$ cat config.mk
export PLATFORM = sky130hd
export DESIGN_NAME = stop_seq_top
export DESIGN_NICKNAME = d
export VERILOG_FILES = /design/src/rtl/stop_seq_pkg.sv /design/src/rtl/stop_seq_gate.sv /design/src/rtl/stop_seq_wake_timer.sv /design/src/rtl/stop_seq_clksel.sv /design/src/rtl/stop_seq_top.sv
export SDC_FILE = /design/constraint.sdc
export NUM_CORES = 1
export LEC_CHECK = 0
export BUFFER_PORTS_ARGS = -buffer_cell sky130_fd_sc_hd__buf_4
export CAP_MARGIN = 20
export CORE_MARGIN = 1.5
export CORE_UTILIZATION = 44
export CTS_CLUSTER_DIAMETER = 100
export CTS_CLUSTER_SIZE = 14
export DETAILED_ROUTE_END_ITERATION = 7
export GPL_TIMING_DRIVEN = 0
export PLACE_DENSITY = 0.92
export SETUP_SLACK_MARGIN = 0.02
export SLEW_MARGIN = 0
export SYNTH_ARGS = -nofsm -noshare
export SYNTH_HDL_FRONTEND = slang
export SYNTH_SLANG_ARGS = --single-unit
$ cat constraint.sdc
create_clock -name clk -period 3.91 [get_ports clk]
set_input_delay 0.1955 -clock clk [delete_from_list [all_inputs] [get_ports clk]]
set_output_delay 0.1955 -clock clk [all_outputs]
set_load 0.02 [all_outputs]
$ cat src/rtl/stop_seq_pkg.sv
package stop_seq_pkg;
   typedef enum logic [1:0] {
      ST_RUN         = 2'd0,
      ST_ENTER_CHECK = 2'd1,
      ST_STOP        = 2'd2,
      ST_WAKE_DELAY  = 2'd3
   } seq_state_e;

   function automatic int unsigned cnt_bits(input int unsigned val);
      int unsigned w;
      w = 1;
      while ((32'd1 << w) <= val) w++;
      return w;
   endfunction
endpackage

$ cat src/rtl/stop_seq_gate.sv
// Combinational blocking decision for one entry attempt.
module stop_seq_gate #(
   parameter int unsigned IRQ_W  = 8,
   parameter int unsigned EVT_W  = 4,
   parameter int unsigned FLAG_W = 6
) (
   input  logic              req_is_evt,
   input  logic [IRQ_W-1:0]  irq_pend,
   input  logic [EVT_W-1:0]  evt_pend,
   input  logic [FLAG_W-1:0] flag_pend,
   input  logic              wake_irq,
   input  logic              wake_evt,
   output logic              blocked
);
   logic any_irq, any_evt, any_flag, any_wake;

   always_comb begin
      any_irq  = |irq_pend;
      any_evt  = |evt_pend;
      any_flag = |flag_pend;
      any_wake = wake_irq | wake_evt;
      blocked  = any_irq | any_flag | any_wake | (req_is_evt & any_evt);
   end
endmodule

$ cat src/rtl/stop_seq_wake_timer.sv
// Down-counter timing the startup delay after a wakeup.
module stop_seq_wake_timer #(
   parameter int unsigned LP_CYC = 16,
   parameter int unsigned ON_CYC = 2
) (
   input  logic clk,
   input  logic rst_n,
   input  logic load,
   input  logic lp_sel,
   output logic done
);
   localparam int unsigned MAX_CYC = (LP_CYC > ON_CYC) ? LP_CYC : ON_CYC;
   localparam int unsigned CW      = stop_seq_pkg::cnt_bits(MAX_CYC);

   logic [CW-1:0] cnt_q;
   logic [CW-1:0] load_val;

   generate
      if (LP_CYC == ON_CYC) begin : g_same
         logic unused_sel;
         assign unused_sel = lp_sel;
         assign load_val   = CW'(LP_CYC - 1);
      end else begin : g_split
         assign load_val = lp_sel ? CW'(LP_CYC - 1) : CW'(ON_CYC - 1);
      end
   endgenerate

   always_ff @(posedge clk) begin
      if (!rst_n)              cnt_q <= '0;
      else if (load)           cnt_q <= load_val;
      else if (cnt_q != '0)    cnt_q <= cnt_q - 1'b1;
   end

   assign done = (cnt_q == '0);
endmodule

$ cat src/rtl/stop_seq_clksel.sv
// System clock source register: forced to internal RC on wakeup.
module stop_seq_clksel (
   input  logic clk,
   input  logic rst_n,
   input  logic force_rc,
   input  logic wr_en,
   input  logic wr_val,
   output logic sel
);
   always_ff @(posedge clk) begin
      if (!rst_n)        sel <= 1'b0;
      else if (force_rc) sel <= 1'b0;
      else if (wr_en)    sel <= wr_val;
   end
endmodule

$ cat src/rtl/stop_seq_top.sv
module stop_seq_top #(
   parameter int unsigned IRQ_W       = 8,
   parameter int unsigned EVT_W       = 4,
   parameter int unsigned FLAG_W      = 6,
   parameter int unsigned LP_WAKE_CYC = 16,
   parameter int unsigned ON_WAKE_CYC = 2
) (
   input  logic              clk,
   input  logic              rst_n,
   input  logic              wfi_req,
   input  logic              wfe_req,
   input  logic              handler_ret,
   input  logic              cfg_deep,
   input  logic              cfg_pdsel,
   input  logic              cfg_lpreg,
   input  logic              cfg_sleep_exit,
   input  logic [IRQ_W-1:0]  irq_pend,
   input  logic [EVT_W-1:0]  evt_pend,
   input  logic [FLAG_W-1:0] flag_pend,
   input  logic              wake_irq,
   input  logic              wake_evt,
   input  logic              clk_sel_wr,
   input  logic              clk_sel_val,
   output logic              core_clk_en,
   output logic              reg_lp_req,
   output logic              sys_clk_sel,
   output logic              stop_active,
   output logic              entry_aborted
);
   import stop_seq_pkg::*;

   generate
      if (LP_WAKE_CYC < 1 || ON_WAKE_CYC < 1) begin : g_bad_delay
         $error("stop_seq_top: wake delays must be at least one cycle");
      end
      if (IRQ_W < 1 || EVT_W < 1 || FLAG_W < 1) begin : g_bad_width
         $error("stop_seq_top: pending vectors need at least one bit");
      end
   endgenerate

   seq_state_e st_q, st_d;
   logic       req_evt_q, lp_q, abort_q;
   logic       blocked, timer_done, timer_load;
   logic       allow_cfg, want_wait, want_ret, want_entry;

   always_comb begin
      allow_cfg  = cfg_deep & ~cfg_pdsel;
      want_wait  = (wfi_req | wfe_req) & allow_cfg;
      want_ret   = handler_ret & cfg_sleep_exit & allow_cfg;
      want_entry = want_wait | want_ret;
   end

   stop_seq_gate #(.IRQ_W(IRQ_W), .EVT_W(EVT_W), .FLAG_W(FLAG_W)) gate_i (
      .req_is_evt (req_evt_q),
      .irq_pend   (irq_pend),
      .evt_pend   (evt_pend),
      .flag_pend  (flag_pend),
      .wake_irq   (wake_irq),
      .wake_evt   (wake_evt),
      .blocked    (blocked)
   );

   always_comb begin
      st_d       = st_q;
      timer_load = 1'b0;
      unique case (st_q)
         ST_RUN:         if (want_entry) st_d = ST_ENTER_CHECK;
         ST_ENTER_CHECK: st_d = blocked ? ST_RUN : ST_STOP;
         ST_STOP: begin
            if (wake_irq | wake_evt) begin
               st_d       = ST_WAKE_DELAY;
               timer_load = 1'b1;
            end
         end
         ST_WAKE_DELAY:  if (timer_done) st_d = ST_RUN;
         default:        st_d = ST_RUN;
      endcase
   end

   always_ff @(posedge clk) begin
      if (!rst_n) begin
         st_q      <= ST_RUN;
         req_evt_q <= 1'b0;
         lp_q      <= 1'b0;
         abort_q   <= 1'b0;
      end else begin
         st_q    <= st_d;
         abort_q <= (st_q == ST_ENTER_CHECK) & blocked;
         if (st_q == ST_RUN && want_entry) begin
            req_evt_q <= wfe_req;
            lp_q      <= cfg_lpreg;
         end
      end
   end

   stop_seq_wake_timer #(.LP_CYC(LP_WAKE_CYC), .ON_CYC(ON_WAKE_CYC)) timer_i (
      .clk    (clk),
      .rst_n  (rst_n),
      .load   (timer_load),
      .lp_sel (lp_q),
      .done   (timer_done)
   );

   stop_seq_clksel clksel_i (
      .clk      (clk),
      .rst_n    (rst_n),
      .force_rc (timer_load),
      .wr_en    (clk_sel_wr && st_q == ST_RUN),
      .wr_val   (clk_sel_val),
      .sel      (sys_clk_sel)
   );

   always_comb begin
      stop_active   = (st_q == ST_STOP);
      core_clk_en   = !(st_q == ST_STOP || st_q == ST_WAKE_DELAY);
      reg_lp_req    = stop_active & lp_q;
      entry_aborted = abort_q;
   end
endmodule

==> results of run 1 <==
[cell type report]
class / count / area share [%]
clock buffer: 4 / 2.91
inverter: 5 / 2.08
multi-input combinational: 49 / 39.5
sequential: 11 / 24.4
tap: 15 / 2.08
timing repair buffer: 35 / 29.1
[worst min-delay path, cell delays in order]
cell and delay, ns:
buf_4 0.08, mux2i_1 0.06, nor2_1 0.08
[metrics by stage]
step	power [W]	instances	hold slack [ns]	setup slack (ns)	area, um^2
final	0.000413	119	0.183	2.31	903
after detailed placement	0.000340	115	0.453	2.32	877
after CTS	0.000419	119	0.180	2.29	903
after global placement	0.000332	115	0.444	2.36	877
after global routing	0.000442	119	0.187	2.26	903
after floorplan	0.000288	65	0.313	2.43	596
[cell families after synthesis]
| logic type | Yosys count | share of synthesized area [%] |
|---|---|---|
| compound gates | 19 | 21.4 |
| fa+ha+maj | 1 | 2.10 |
| buf+inv | 5 | 3.15 |
| simple gates | 24 | 27.7 |
| xor+xnor | 3 | 4.41 |
| mux | 2 | 4.20 |
| flops | 11 | 37.0 |
[Yosys cell counts]
library cell  count  area share [%]
nor3_1            1            0.84
o211ai_1          1             1.3
o41ai_1           2             2.9
o21a_1            2             2.5
nor4b_2           1             2.5
nor4_1            4             4.2
nand2b_1          2             2.1
a31o_1            1             1.5
a21oi_1           4             3.4
a211oi_1          2             2.5
mux2i_1           1             1.7
and4_1            1             1.5
a21boi_0          1             1.3
nand2_1           1            0.63
inv_1             5             3.2
mux2_4            1             2.5
nor4b_1           1             1.5
dfxtp_1          11              37
nor3b_1           1             1.3
xnor2_1           2             2.9
o31ai_1           1             1.3
nand3b_1          2             2.5
and2_1            1             1.1
o21ai_2           1             1.5
xor2_1            1             1.5
or4b_1            1             1.7
ha_1              1             2.1
or4b_4            1             2.3
o21ai_0           1            0.84
nand4b_1          1             1.5
nor2_1            5             3.2
o21ai_1           3             2.5
and3_1            1             1.1
[metal layers]
layer	wire length (um)	part of all wire, %
met1	638	43
met2	757	51
met3	80	5.3
met4	21	1.4
met5	0	0
[placed cells by master (no fill, tap or decap), types with 2 or more instances in the layout]
cell type | Yosys | routed
buf_4 | 0 | 35
a211oi_1 | 2 | 2
o21a_1 | 2 | 2
a21oi_1 | 4 | 4
o21ai_1 | 3 | 3
nand2b_1 | 2 | 2
nand3b_1 | 2 | 2
dfxtp_1 | 11 | 11
xnor2_1 | 2 | 2
nor4_1 | 4 | 4
nor2_1 | 5 | 5
inv_1 | 5 | 5
o41ai_1 | 2 | 2
clkbuf_4 | 0 | 3
[registers in the layout (all words and copies together) (netlist names), named ones only]
register	cells
timer_i.cnt_q	5
req_evt_q	1
clksel_i.sel	1
st_q	1
lp_q	1
entry_aborted	1
[final timing paths]
path	startpoint	endpoint	cells after the start
setup / recovery	timer_i.cnt_q[0]	timer_i.cnt_q[1]	5
hold / removal	clk_sel_val	clksel_i.sel	3
setup reg to reg	timer_i.cnt_q[0]	timer_i.cnt_q[1]	5
hold reg to reg	timer_i.cnt_q[4]	timer_i.cnt_q[4]	2
[where the power goes]
group	internal (W)	leakage (nW)	total (W)	switching, W
combinational	0.000109	0.303	0.000183	0.0000741
clock	0.0000393	0.0150	0.0000750	0.0000357
sequential	0.000133	0.0901	0.000155	0.0000214
==> flow_summary.json, run 1 <==
{
  "outcome": "completed",
  "yosysSeqAreaShare_pct": 37.0,
  "multi_input_area_um2": 357,
  "fp.dieW_um": 39.8,
  "cts_made_buffers": 3,
  "grt_usage_pct": 21.4,
  "fin_skew_ns": 0.00244,
  "layout.nets": 137,
  "via_per_inst": 5.57,
  "clk_pin_slew_worst_paths_ns": 0.07,
  "crit_fanout": 4,
  "first_pass_iters": 4,
  "r2r_slack_ns": 2.31,
  "area_growth_pct": 51.7,
  "endpoint_kind": "flip-flop",
  "cts_sinks": 11,
  "ant_nets": 0,
  "cts_resized": 0,
  "crit_family": "simple AND/OR/NAND/NOR gates",
  "max_freq_ghz": 0.624,
  "hold_violations": 0,
  "drc": 0,
  "antenna_found_initial": 0,
  "root_buffer": "clkbuf_4",
  "use_met2_pct": 37.3,
  "cts_hold_buf": 0,
  "ys_warn_count": 0,
  "fillers": 109,
  "finalCriticalPeriod_ns": 1.60,
  "arrival_ns": 1.80,
  "syn_area_um2": 596,
  "cts_tree": "done",
  "maxCapViolCount": 0,
  "die_area_um2": 1580,
  "worst-setup-path-type": "reg -> reg",
  "critPathBufInv": 1,
  "grt_pass1_vias": 563,
  "p_per_area_nw_per_um2": 457,
  "syn_inst": 65,
  "post_drt_wl_per_cell_um": 12.6,
  "top_usage_layer": "met2",
  "register_area_um2": 220,
  "slew_violations": 0,
  "min_path_type": "in -> reg",
  "design.core.area_um2": 1280,
  "drt_iter0_drc": 10,
  "finalWeightedCongestion": 0.780,
  "ioPinCount": 36,
  "setup_violations": 0,
  "hpwlAfterDp_um": 1230,
  "die_h_um": 39.8,
  "syn_nets": 97,
  "avgSynthCellArea_um2": 9.16,
  "leakage_nw": 0.408,
  "synth-seq-cells": 11,
  "portBuffers": 35,
  "grt_start_max_net_pins": 9,
  "use_met1_pct": 25.6,
  "clock_path_buffers": 2,
  "start_kind": "flip-flop",
  "critPathSlowestCell": "or4b_4",
  "clk_latency_ns": 0.26,
  "ir_worst_vdd_mv": 0.237,
  "diodes": 0,
  "relSlewSlack_pct": 67.8,
  "cpPeakStageDelay_ns": 0.50,
  "tns_ns": 0,
  "initial_utilization_pct": 46.3,
  "rsz0062_at_grt": "no",
  "h-tree-depth": 1,
  "cp.required_ns": 4.10,
  "synth_cell_types": 33,
  "cts_setup_buffers": 0,
  "worstPathCellList": "inv_1 > ha_1 > or4b_4 > mux2_4 > o21ai_2",
  "fin_util_pct": 70.3,
  "fin_crit_sh_pct": 41.0,
  "gr-usage-met3_pct": 1.70,
  "grt_pass1_wl_um": 2270,
  "worst_pin_slew_ns": 0.482,
  "vias": 663,
  "drive_above_1_share_pct": 40.4,
  "fp-row-count": 13,
  "overflow": 0,
  "wirelength_um": 1500
}
Note: power is estimated with default switching activity, not from simulation.
==> inputs of run 2 (changes only) <==
CORE_UTILIZATION = 37   (was 44)
PLACE_DENSITY = 0.84   (was 0.92)
clock period = 1.45 ns   (was 3.91 ns; I/O delays follow)
==> run 2 against run 1 <==
  * The run now ends with negative setup slack left
  * Critical path depth unchanged
  * Non-clock buffer count is 3 higher
  * Register-to-register slack lost 2.3 ns
  * Design area grew 5.4%
  * Sequential share of layout area decreased by 0.86 points
  * Hold slack worse by 0.15 ns
==> flow_summary.json, run 2 (synthesis results as in run 1) <==
{
  "portBuffers": 35,
  "overflow": 0,
  "initial_utilization_pct": 39.5,
  "clk_latency_ns": 0.27,
  "layout_commonest_cell": "buf_4",
  "fillers": 132,
  "grt_pass1_wl_um": 2380,
  "fin_util_pct": 63.2,
  "wirelength_um": 1570,
  "h-tree-depth": 1,
  "grt_start_max_net_pins": 9,
  "diodes": 0,
  "cpPeakStageDelay_ns": 0.47,
  "ir_worst_vdd_mv": 0.822,
  "crit_family": "simple AND/OR/NAND/NOR gates",
  "worst-setup-path-type": "reg -> reg",
  "top_layer": "met3",
  "maxCapViolCount": 0,
  "cts_made_buffers": 3,
  "critPathBufInv": 1,
  "vias": 658,
  "wirelength_met1_um": 663,
  "power_w": 0.00125,
  "max_freq_ghz": 0.672,
  "ant_nets": 0,
  "hold_ws_ns": 0.0357,
  "violations": "negative setup slack",
  "timing.final.ws_setup_ns": -0.0378,
  "grt_usage_pct": 16.9,
  "leakage_nw": 0.430,
  "crit_fanout": 2,
  "drive_above_1_share_pct": 47.7,
  "worst_pin_slew_ns": 0.428,
  "antenna_found_initial": 0,
  "tns_ns": -0.0378,
  "largest_register": "timer_i.cnt_q",
  "outcome": "finished with violations",
  "ioPinCount": 36,
  "post_drt_wl_per_cell_um": 12.8,
  "design.core.area_um2": 1510,
  "largest_reg_flops": 5,
  "relSlewSlack_pct": 71.3,
  "die_area_um2": 1860,
  "rsz0062_at_grt": "yes",
  "cp.required_ns": 1.64,
  "endpoint_kind": "flip-flop",
  "grt_pass1_vias": 573,
  "die_h_um": 43.1,
  "start_kind": "flip-flop",
  "p_per_area_nw_per_um2": 1310,
  "finalCriticalPeriod_ns": 1.49,
  "drt_iter0_drc": 14,
  "final_cell_mix": "38 x buf_4, 8 x dfxtp_1, 5 x nor2_1",
  "setup_violations": 1,
  "critPathSlowestCell": "or4b_4",
  "area_growth_pct": 59.9,
  "min_path_type": "in -> reg",
  "drc": 0,
  "fp.dieW_um": 43.1,
  "root_buffer": "clkbuf_4",
  "cts_hold_buf": 0,
  "arrival_ns": 1.68,
  "finalWeightedCongestion": 0.773,
  "worstPathCellList": "inv_2 > ha_4 > or4b_4 > mux2_4 > o21ai_2",
  "cts_sinks": 11,
  "hpwlAfterDp_um": 1250,
  "wl_met3_um": 114,
  "clk_pin_slew_worst_paths_ns": 0.08,
  "fp-row-count": 14,
  "fin_crit_sh_pct": 103,
  "slew_violations": 0,
  "dr_wl_met2_um": 792,
  "r2r_slack_ns": -0.04,
  "via_per_inst": 5.35,
  "first_pass_iters": 4,
  "hold_violations": 0,
  "fin_skew_ns": 0.00942,
  "layout.nets": 140,
  "cts_tree": "done",
  "clock_path_buffers": 2
}
==> run 2: changes by cell type in the layout (fill, tap and decap cells not counted) <==
cell | before | now
buf_4 | 35 | 38
dfxtp_1 | 11 | 8
dfxtp_2 | 0 | 3
inv_1 | 5 | 3
inv_2 | 0 | 2
ha_1 | 1 | 0
ha_4 | 0 | 1
nor4b_2 | 1 | 0
nor4b_4 | 0 | 1
==> run 2: metrics by stage <==
step	instances	area [um^2]	worst slack [ns]
after floorplan	65	611	-0.00549
after global placement	116	893	-0.0410
after detailed placement	116	893	-0.0770
after CTS	123	951	-0.0372
after global routing	123	952	-0.0932
final	123	952	-0.0378
==> run 2: cell type report <==
cell class | count | area, um^2 | share of cell area [%]
multi-input cells | 49 | 378 | 39.7
repair buffers | 38 | 285 | 30.0
flip-flops and latches | 11 | 224 | 23.5
clock buffers | 4 | 26.3 | 2.76
well taps | 16 | 20.0 | 2.10
inverters | 5 | 18.8 | 1.97
==> run 2: path summary, 6_finish.rpt <==
kind         cells past startpoint              from                to
min reg2reg                      2         req_evt_q         req_evt_q
max                              5  timer_i.cnt_q[0]  timer_i.cnt_q[1]
min                              3       clk_sel_val      clksel_i.sel
max reg2reg                      5  timer_i.cnt_q[0]  timer_i.cnt_q[1]
==> run 2: where the power goes <==
| part | switching (W) | internal, W |
|---|---|---|
| Combinational | 0.000226 | 0.000378 |
| Sequential | 0.0000708 | 0.000365 |
| Clock | 0.000104 | 0.000106 |
| Total | 0.000401 | 0.000849 |
==> run 2: routing by layer <==
layer	track usage [%]	vias to the layer above
li1	-	332
met1	20.0	300
met4	7.27	0
met5	0	-
met2	29.9	26
met3	2.13	0
==> run 2: repair_timing <==
item,CTS,global route
buffers inserted,3,0
setup endpoints to repair,1,2
pin swaps,2,0
gates resized for setup,1,1
==> run 2: worst reg2reg max path, stage by stage, from the launching register on <==
cell and delay [ns]:
dfxtp_2 0.33, inv_2 0.06, ha_4 0.12, or4b_4 0.47, mux2_4 0.32, o21ai_2 0.11
==> inputs of run 3 (changes only) <==
--- a/config.mk
+++ b/config.mk
@@ -14,2 +14,3 @@
 export DETAILED_ROUTE_END_ITERATION = 7
+export GPL_ROUTABILITY_DRIVEN = 0
 export GPL_TIMING_DRIVEN = 0
==> constraint.sdc (replaced) <==
create_clock -name clk -period 1.45 [get_ports clk]
set_input_delay 0.29 -clock clk [delete_from_list [all_inputs] [get_ports clk]]
set_output_delay 0.29 -clock clk [all_outputs]
set_load 0.02 [all_outputs]
==> run 3 against run 2 <==
  * The flow still finishes with violations (negative setup slack)
  * Via count up 4.4%
  * Sequential cell count unchanged
  * Routed wire length up 6.0%
  * Setup slack worse by 0.011 ns
  * Global-route usage grew 0.26 points
  * Hold slack better by 0.21 ns
  * Clock-buffer cell count unchanged
  * Sequential share of layout area shrank 0.43 points
  * Clock power increased by 3%
  * Combinational power grew 2%
==> flow_summary.json, run 3 (synthesis results as in run 1) <==
{
  "outcome": "finished with violations",
  "violations": "negative setup slack",
  "rr_worst_depth": 5,
  "final_cell_mix": "39 x buf_4, 7 x dfxtp_1, 5 x nor2_1",
  "start_kind": "flip-flop",
  "drc": 0,
  "overflow": 0,
  "holdPathEnd": "clksel_i.sel",
  "switching_power_w": 0.000421,
  "ir_worst_vdd_mv": 0.838,
  "portBuffers": 35,
  "hpwlAfterDp_um": 1250,
  "grt_pass1_vias": 569,
  "cp.required_ns": 1.65,
  "worst_pin_slew_ns": 0.427,
  "tns_ns": -0.0488,
  "ant_nets": 0,
  "hold_depth": 3,
  "max_freq_ghz": 0.667,
  "area_growth_pct": 65.5,
  "clk_latency_ns": 0.28,
  "root_buffer": "clkbuf_4",
  "arrival_ns": 1.70,
  "fp-row-count": 14,
  "layout.nets": 142,
  "min-delay-start": "clk_sel_val",
  "ioPinCount": 36,
  "endpoint_kind": "flip-flop",
  "cts_hold_buf": 0,
  "grt_usage_pct": 17.1,
  "cts_made_buffers": 3,
  "fin_crit_sh_pct": 103,
  "post_drt_wl_per_cell_um": 13.3,
  "grt_start_max_net_pins": 9,
  "seqPwrFrac_pct": 34.3,
  "setup_violations": 1,
  "fin_util_pct": 65.4,
  "p_clk_share_pct": 17.1,
  "fp.dieW_um": 43.1,
  "worst-setup-path-type": "reg -> reg",
  "layout_commonest_cell": "buf_4",
  "slew_violations": 0,
  "pwr-share-comb_pct": 48.5,
  "drt_iter0_drc": 12,
  "initial_utilization_pct": 39.5,
  "crit_fanout": 2,
  "diodes": 0,
  "wirelength_um": 1670,
  "drive_above_1_share_pct": 52.3,
  "via_per_inst": 5.50,
  "clock_path_buffers": 2,
  "leakage_nw": 0.442,
  "die_h_um": 43.1,
  "grt_pass1_wl_um": 2370,
  "r2r_slack_ns": -0.05,
  "h-tree-depth": 1,
  "vias": 687,
  "finalCriticalPeriod_ns": 1.50,
  "first_pass_iters": 4,
  "largest_register": "timer_i.cnt_q",
  "maxCapViolCount": 0,
  "clk_pin_slew_worst_paths_ns": 0.07,
  "worstSetupStartpoint": "timer_i.cnt_q[0]",
  "p_per_area_nw_per_um2": 1290,
  "cts_sinks": 11,
  "antenna_found_initial": 0,
  "timing.final.ws_setup_ns": -0.0488,
  "min_path_type": "in -> reg",
  "r2r-end": "timer_i.cnt_q[1]",
  "design.core.area_um2": 1510,
  "switching_share_pct": 33.1,
  "rsz0062_at_grt": "yes",
  "largest_reg_flops": 5,
  "hold_violations": 0,
  "worstReg2RegStart": "timer_i.cnt_q[0]",
  "cts_tree": "done",
  "relSlewSlack_pct": 71.4,
  "fin_skew_ns": 0.00442,
  "die_area_um2": 1860,
  "intPower_w": 0.000853
}
[run 3: changes by cell type in the layout (fill, tap and decap cells not counted)]
cell      before  now
or4b_4         1    2
inv_1          3    2
dfxtp_4        0    1
dfxtp_1        8    7
nand2b_1       2    1
buf_6          0    1
buf_4         38   39
inv_2          2    3
or4b_1         1    0
nand2b_4       0    1
[run 3: final cells by class]
| class | instances | area [um^2] |
|---|---|---|
| fill | 127 | 520 |
| multi-input combinational | 49 | 389 |
| timing repair buffer | 40 | 304 |
| sequential | 11 | 228 |
| clock buffer | 4 | 26.3 |
| tap | 16 | 20.0 |
| inverter | 5 | 18.8 |
[run 3: timing repair]
item / CTS / global route
gates resized for setup: 3 / 5
buffers inserted: 3 / 2
hold endpoints to repair: 0 / 0
setup endpoints to repair: 3 / 2
pin swaps: 2 / 0
[run 3: worst max-delay path by stage]
stage	to	cells past startpoint
after floorplan	timer_i.cnt_q[1]	5
after detailed placement	timer_i.cnt_q[1]	5
after global routing	timer_i.cnt_q[1]	5
final	timer_i.cnt_q[1]	5
after CTS	timer_i.cnt_q[1]	5
after global placement	timer_i.cnt_q[1]	5
[run 3: power by group through the flow]
| stage | logic, W | clock network, W | registers, W |
|---|---|---|---|
| floorplan | 0.000393 | 0 | 0.000424 |
| global placement | 0.000500 | 0 | 0.000431 |
| detailed placement | 0.000527 | 0 | 0.000437 |
| CTS | 0.000608 | 0.000214 | 0.000432 |
| global route | 0.000666 | 0.000237 | 0.000440 |
| finish | 0.000618 | 0.000218 | 0.000437 |
[run 3: metal layers]
layer | global-route usage (%) | part of all wire (%) | up-vias
li1 | - | - | 340
met1 | 19.5 | 41 | 307
met2 | 29.6 | 48 | 38
met3 | 4.68 | 9.7 | 2
met4 | 7.27 | 0.90 | 0
met5 | 0 | 0 | -
[run 3: worst max-delay path: stages (launching register included)]
cell and delay, ns:
dfxtp_2 0.33, inv_2 0.06, ha_4 0.13, or4b_4 0.47, mux2_4 0.32, o21ai_2 0.11
[run 3: through the flow]
stage	worst slack, ns	hold slack [ns]	cell area (um^2)	std cells	power [W]
CTS	-0.0372	0.253	960	123	0.00125
global route	-0.0861	0.261	986	125	0.00134
finish	-0.0488	0.245	986	125	0.00127
global placement	-0.0410	0.464	893	116	0.000931
floorplan	-0.00549	0.407	611	65	0.000817
detailed placement	-0.0770	0.477	893	116	0.000964
